### src/rtl/pcseq_pkg.sv
// Shared types of the program counter sequencer.
// Assumes nothing beyond a 12-bit instruction word.
package pcseq_pkg;
    typedef enum logic [2:0] {
        OP_PLAIN,   // advances by one unless data path writes the counter
        OP_JUMP,    // 9-bit absolute target
        OP_CALL,    // 8-bit target, pushes return address
        OP_RET,     // pops return address, literal to W
        OP_SKIPZ,   // skip when zero flag set
        OP_BTC,     // skip when tested bit clear
        OP_BTS      // skip when tested bit set
    } op_kind_t;
endpackage

### src/rtl/pcseq_decode.sv
// Classifies the executing instruction into the control classes the
// sequencer reacts to, and extracts its targets and literal.
// Assumes PC_W == INSTR_W - 3 and LIT_W == INSTR_W - 4.
module pcseq_decode
    import pcseq_pkg::*;
#(
    parameter int INSTR_W = 12,
    parameter int PC_W    = 9
) (
    input  logic [INSTR_W-1:0] instr,
    output op_kind_t           kind,
    output logic [PC_W-1:0]    jump_tgt,
    output logic [PC_W-1:0]    call_tgt,
    output logic [INSTR_W-5:0] lit
);
    localparam int LIT_W = INSTR_W - 4;

    logic [3:0] top4;
    logic [1:0] mid2;

    assign top4     = instr[INSTR_W-1 -: 4];
    assign mid2     = instr[INSTR_W-5 -: 2];
    assign lit      = instr[LIT_W-1:0];
    assign jump_tgt = instr[PC_W-1:0];
    assign call_tgt = {{(PC_W-LIT_W){1'b0}}, instr[LIT_W-1:0]};

    // Purpose: map opcode bits onto a control class.
    always_comb begin
        kind = OP_PLAIN;
        if (top4[3:1] == 3'b101)                          kind = OP_JUMP;
        else if (top4 == 4'b1001)                         kind = OP_CALL;
        else if (top4 == 4'b1000)                         kind = OP_RET;
        else if (top4 == 4'b0110)                         kind = OP_BTC;
        else if (top4 == 4'b0111)                         kind = OP_BTS;
        else if ((top4 == 4'b0010 || top4 == 4'b0011) && mid2 == 2'b11)
                                                          kind = OP_SKIPZ;
    end
endmodule

### src/rtl/pcseq_stack.sv
// Shift-register return stack. A push moves every entry down one place,
// so the oldest entry is dropped when the stack is full. A pop moves
// every entry up one place and the bottom entry keeps its value.
// Assumes push and pop are never high together and DEPTH >= 2.
module pcseq_stack #(
    parameter int W     = 9,
    parameter int DEPTH = 2
) (
    input  logic         clk,
    input  logic         rst_n,
    input  logic         push,
    input  logic         pop,
    input  logic [W-1:0] push_data,
    output logic [W-1:0] top
);
    logic [W-1:0] ent [DEPTH];

    for (genvar i = 0; i < DEPTH; i++) begin : g_ent
        if (i == 0) begin : g_head
            // Purpose: head entry takes new data on push, next entry on pop.
            always_ff @(posedge clk) begin
                if (!rst_n)    ent[i] <= '0;
                else if (push) ent[i] <= push_data;
                else if (pop)  ent[i] <= ent[i+1];
            end
        end else if (i == DEPTH - 1) begin : g_tail
            // Purpose: tail entry shifts down on push, holds on pop.
            always_ff @(posedge clk) begin
                if (!rst_n)    ent[i] <= '0;
                else if (push) ent[i] <= ent[i-1];
            end
        end else begin : g_mid
            // Purpose: middle entries shift in either direction.
            always_ff @(posedge clk) begin
                if (!rst_n)    ent[i] <= '0;
                else if (push) ent[i] <= ent[i-1];
                else if (pop)  ent[i] <= ent[i+1];
            end
        end
    end

    assign top = ent[0];

    // the address pushed is the one a following pop will return.
    a_r6_push_top: assert property (@(posedge clk) disable iff (!rst_n)
        push |=> top == $past(push_data));
    a_r6_no_both: assert property (@(posedge clk) disable iff (!rst_n)
        !(push && pop));
endmodule

### src/rtl/pc_sequencer.sv
// Next-fetch-address logic for a core with a one-deep fetch pipeline.
// fetch_addr is the address fetched this cycle. instr is the word that
// was fetched in the previous cycle. Redirects and taken skips squash
// that fetched word, and bubble flags it while it sits in execute.
// Assumes the data path ignores its execute slot while bubble is high.
module pc_sequencer
    import pcseq_pkg::*;
#(
    parameter int          INSTR_W     = 12,
    parameter int          PC_W        = 9,
    parameter int          STACK_DEPTH = 2,
    parameter logic [8:0]  RESET_PC    = 9'h1FF
) (
    input  logic               clk,
    input  logic               rst_n,
    input  logic [INSTR_W-1:0] instr,
    input  logic               zero_flag,
    input  logic               bit_val,
    input  logic               pcl_we,
    input  logic [INSTR_W-5:0] pcl_data,
    output logic [PC_W-1:0]    fetch_addr,
    output logic               bubble,
    output logic               w_load,
    output logic [INSTR_W-5:0] w_lit
);
    localparam int LIT_W = INSTR_W - 4;

    op_kind_t         kind;
    logic [PC_W-1:0]  jump_tgt, call_tgt, stk_top;
    logic [PC_W-1:0]  pc_q, pc_d;
    logic             kill_q, kill_d;
    logic             push, pop, take_skip, live;

    pcseq_decode #(.INSTR_W(INSTR_W), .PC_W(PC_W)) u_dec (
        .instr   (instr),
        .kind    (kind),
        .jump_tgt(jump_tgt),
        .call_tgt(call_tgt),
        .lit     (w_lit)
    );

    pcseq_stack #(.W(PC_W), .DEPTH(STACK_DEPTH)) u_stk (
        .clk      (clk),
        .rst_n    (rst_n),
        .push     (push),
        .pop      (pop),
        .push_data(pc_q),
        .top      (stk_top)
    );

    assign live = !kill_q;

    // Purpose: evaluate the skip condition of the executing instruction.
    always_comb begin
        unique case (kind)
            OP_SKIPZ: take_skip = zero_flag;
            OP_BTC:   take_skip = !bit_val;
            OP_BTS:   take_skip = bit_val;
            default:  take_skip = 1'b0;
        endcase
    end

    // Purpose: choose next address, stack action and squash for this cycle.
    always_comb begin
        pc_d   = pc_q + PC_W'(1);
        kill_d = 1'b0;
        push   = 1'b0;
        pop    = 1'b0;
        w_load = 1'b0;
        if (live) begin
            case (kind)
                OP_JUMP: begin
                    pc_d   = jump_tgt;
                    kill_d = 1'b1;
                end
                OP_CALL: begin
                    push   = 1'b1;
                    pc_d   = call_tgt;
                    kill_d = 1'b1;
                end
                OP_RET: begin
                    pop    = 1'b1;
                    pc_d   = stk_top;
                    w_load = 1'b1;
                    kill_d = 1'b1;
                end
                default: begin
                    if (pcl_we) begin
                        pc_d   = {{(PC_W-LIT_W){1'b0}}, pcl_data};
                        kill_d = 1'b1;
                    end else if (take_skip) begin
                        kill_d = 1'b1;
                    end
                end
            endcase
        end
    end

    // Purpose: hold the counter and the squash flag.
    always_ff @(posedge clk) begin
        if (!rst_n) begin
            pc_q   <= RESET_PC[PC_W-1:0];
            kill_q <= 1'b0;
        end else begin
            pc_q   <= pc_d;
            kill_q <= kill_d;
        end
    end

    assign fetch_addr = pc_q;
    assign bubble     = kill_q;

    // an ordinary instruction advances by exactly one without a bubble.
    a_r2_step: assert property (@(posedge clk) disable iff (!rst_n)
        (live && kind == OP_PLAIN && !pcl_we)
        |=> (fetch_addr == $past(fetch_addr) + PC_W'(1)) && !bubble);
    // a jump lands on its full target.
    a_r3_jump: assert property (@(posedge clk) disable iff (!rst_n)
        (live && kind == OP_JUMP)
        |=> (fetch_addr == $past(instr[PC_W-1:0])) && bubble);
    // a call always clears the top counter bit.
    a_r4_call_hibit: assert property (@(posedge clk) disable iff (!rst_n)
        (live && kind == OP_CALL) |=> !fetch_addr[PC_W-1] && bubble);
    // literal strobe never comes from a squashed slot.
    a_r5_wload_live: assert property (@(posedge clk) disable iff (!rst_n)
        w_load |-> !bubble);
    // a taken skip costs one bubble and skips exactly one address.
    a_r7_skip: assert property (@(posedge clk) disable iff (!rst_n)
        (live && take_skip && !pcl_we)
        |=> bubble && (fetch_addr == $past(fetch_addr) + PC_W'(1)));
    // a bubble never lasts two cycles.
    a_r10_single: assert property (@(posedge clk) disable iff (!rst_n)
        bubble |=> !bubble);
endmodule

### config.mk
export PLATFORM = sky130hd
export DESIGN_NAME = pc_sequencer
export DESIGN_NICKNAME = d
export VERILOG_FILES = /design/src/rtl/pcseq_pkg.sv /design/src/rtl/pcseq_decode.sv /design/src/rtl/pcseq_stack.sv /design/src/rtl/pc_sequencer.sv
export SDC_FILE = /design/constraint.sdc
export NUM_CORES = 1
export LEC_CHECK = 0
export ABC_AREA = 1
export BUFFER_PORTS_ARGS = -buffer_cell sky130_fd_sc_hd__buf_2
export CAP_MARGIN = 0
export CORE_MARGIN = 3
export CORE_UTILIZATION = 50
export CTS_CLUSTER_SIZE = 24
export DETAILED_ROUTE_END_ITERATION = 10
export HOLD_SLACK_MARGIN = 0.02
export PLACE_DENSITY = 0.81
export REMOVE_ABC_BUFFERS = 1
export SLEW_MARGIN = 20
export SYNTH_ARGS = -nofsm -noshare
export SYNTH_HDL_FRONTEND = slang
export SYNTH_SLANG_ARGS = --single-unit
### constraint.sdc
create_clock -name clk -period 2.06 [get_ports clk]
set_input_delay 0.103 -clock clk [delete_from_list [all_inputs] [get_ports clk]]
set_output_delay 0.103 -clock clk [all_outputs]
set_load 0.1 [all_outputs]
==> flow_summary.ini <==
[clock_network]
cts_tree = done
path_clk_slew_ns = 0.15
clk_latency_ns = 0.33
numCtsBuffers = 3
cts_max_level = 1
clockBufferDepth = 2
postCtsSetupRepairBufs = 0
clock-sinks = 28
cts.repair.resized = 0
cts_root_buf = clkbuf_4
postCtsHoldBufs = 0

[finish]
fillers = 291
fin_cells = 296
finalCoreUtilization = 0.609
drive_above_1_share = 0.238
insertedDiodeCount = 0
area_growth_pct = 14.4
nNetsFinal = 279
seq_area_um2 = 741
multi_input_area_um2 = 699

[critical_path]
path_class = reg2out
crit_slowest_cell = buf_2
path_max_fanout = 13
reg2reg_slack_ns = 0.37
crit_top_cell = inv_2
end_kind = output port
cp_slowest_stage_delay_ns = 0.47
path_delay_family = buffers and inverters
crit_required_ns = 1.96
start_kind = register
path_cells = inv_2 -> nand2_4 -> inv_2 -> buf_2
critPathBufInv = 3
cp.arrival_ns = 1.77

[power_and_ir_drop]
internal-power_uw = 947
power_frac_clock = 0.229
p_leak_uw = 0.000942
power_density_mw_per_mm2 = 827
seq_power_share = 0.436
switching_power_uw = 617
p_comb_frac = 0.335
swShare = 0.394
finalPower_uw = 1560
peakVddDrop_mv = 0.649

[floorplan]
rows = 20
die_w_um = 63.5
die_area_mm2 = 0.00403
core-area_mm2 = 0.00310
io_pins = 44
fp.dieH_um = 63.5
initial_utilization = 0.533

[hold_path]
worst_hold_path_type = in2reg

[grt]
grt-ovfl-total = 0
antenna_found_initial = 0
grt_max_degree = 19
grtUsageTotal = 0.197
grt_first_pass_wirelength_um = 6330
grt_pass1_vias = 1362

[yosys]
ys_seq_area_frac = 0.448
synth_warnings = 0
synth_top_area_frac = 0.327
syn_avg_cell_area_um2 = 7.65
synth_edf_count = 18
synthTopCellsByArea = edfxtp_1 33%, nand2_1 13%, dfxtp_1 12%, nand3_1 7.9%, inv_1 6.4%
syn-instance-count = 216
synth_seq_cells = 28
synth_area_mm2 = 0.00165
ys_types = 26
synth_largest_area_cell = edfxtp_1
ys.flop_type = edfxtp_1
async_flop_share = 0

[timing]
holdWs_ns = 0.0823
setup_viol = 0
rsz0062_at_grt = false
drv_slew = 0
period_share = 0.907
final.min_clock_period_ns = 1.87
max_clock_freq_ghz = 0.535
worst_pin_slew_ns = 0.520
fin_ws_ns = 0.191
clock_skew_ns = 0.0105
maxSlewHeadroom = 0.652
finalHoldViolCount = 0

[place]
place_congestion = 0.890
dp_cells = 292
dp_hpwl_um = 3130
place_ws_ns = 0.422
port-buffer-count = 43

[detailed_routing]
wl_per_cell_um = 13.4
first_iter_violations = 100
firstDrtPassIters = 6
vias_per_cell = 5.29
wl_um = 3970
ant_nets = 0
drcViolationCount = 0
vias = 1566

[outcome]
status = completed

[run]
drv_cap = 0
## layout by cell type, fill, tap and decap left out, types with 2 or more instances in the layout
cell,netlist,layout
nand4_1,8,8
edfxtp_1,18,18
nand2_1,58,58
buf_2,2,43
clkbuf_4,0,3
nor2_1,17,17
nand3_1,26,26
a21oi_1,7,7
nor2_4,3,3
dfxtp_1,10,10
o21ai_0,12,12
inv_1,28,28
inv_2,4,4
o211ai_1,2,2
## path summary, 6_finish.rpt
kind / start / cells after the start / end
worst max-delay path: bubble / 4 / w_load
worst min-delay path: pcl_data[1] / 5 / fetch_addr[1]
worst max register to register: bubble / 4 / u_stk.ent[0][8]
worst min register to register: u_stk.ent[0][1] / 2 / fetch_addr[1]
## sequential cells by signal, summed over array words and instances (netlist names)
register	flops
bubble	1
u_stk.ent	18
fetch_addr	9
## metrics by stage
stage	TNS [ns]	instance area, um2
6_report	0	1890
5_1_grt	0	1890
4_1_cts	0	1890
3_5_place_dp	0	1840
3_3_place_gp	0	1840
2_1_floorplan	-6.55	1560
## per-layer routing
layer  wire length [um]  GRT usage  vias up  part of all wire
met5                  0          0        -                 0
met4                 14     0.0162        0            0.0035
met3                346     0.0410        4             0.087
met2               1920      0.334       87              0.48
met1               1690      0.269      701              0.43
li1                   -          -      774                 -
## synth_stat cells, types with 2 or more instances
master	n
buf_4	8
a21oi_1	7
inv_1	28
buf_6	2
nand4_1	8
edfxtp_1	18
o21ai_0	12
dfxtp_1	10
o211ai_1	2
nor2_4	3
nand3_1	26
inv_2	4
nand2_1	58
buf_2	2
nor2_1	17
## cells by family after synthesis
kind of cell / Yosys count / share of synthesized area
compound gates: 23 / 0.0765
xor+xnor: 2 / 0.0106
fa+ha+maj: 1 / 0.00757
buf+inv: 44 / 0.129
flops: 28 / 0.448
simple gates: 118 / 0.329
## cell type report
type,count,area share
inverters,32,0.0635
well taps,44,0.0291
clock inverters,1,0.0159
flip-flops and latches,28,0.392
clock buffers,3,0.0119
multi-input cells,144,0.370
repair buffers,44,0.118
## power by group through the flow
stage               combinational (uW)  clock, uW  sequential (uW)
floorplan                          172          0              863
global placement                   519          0              694
detailed placement                 520          0              696
CTS                                522        362              683
global route                       559        386              690
finish                             524        358              682
## worst register-to-register path, stage by stage, from the launching register on
cell and delay, ns:
dfxtp_1 0.59, inv_2 0.19, nand2_4 0.13, inv_2 0.11, or2_1 0.39
No activity file was read; power rests on OpenSTA's default activity.
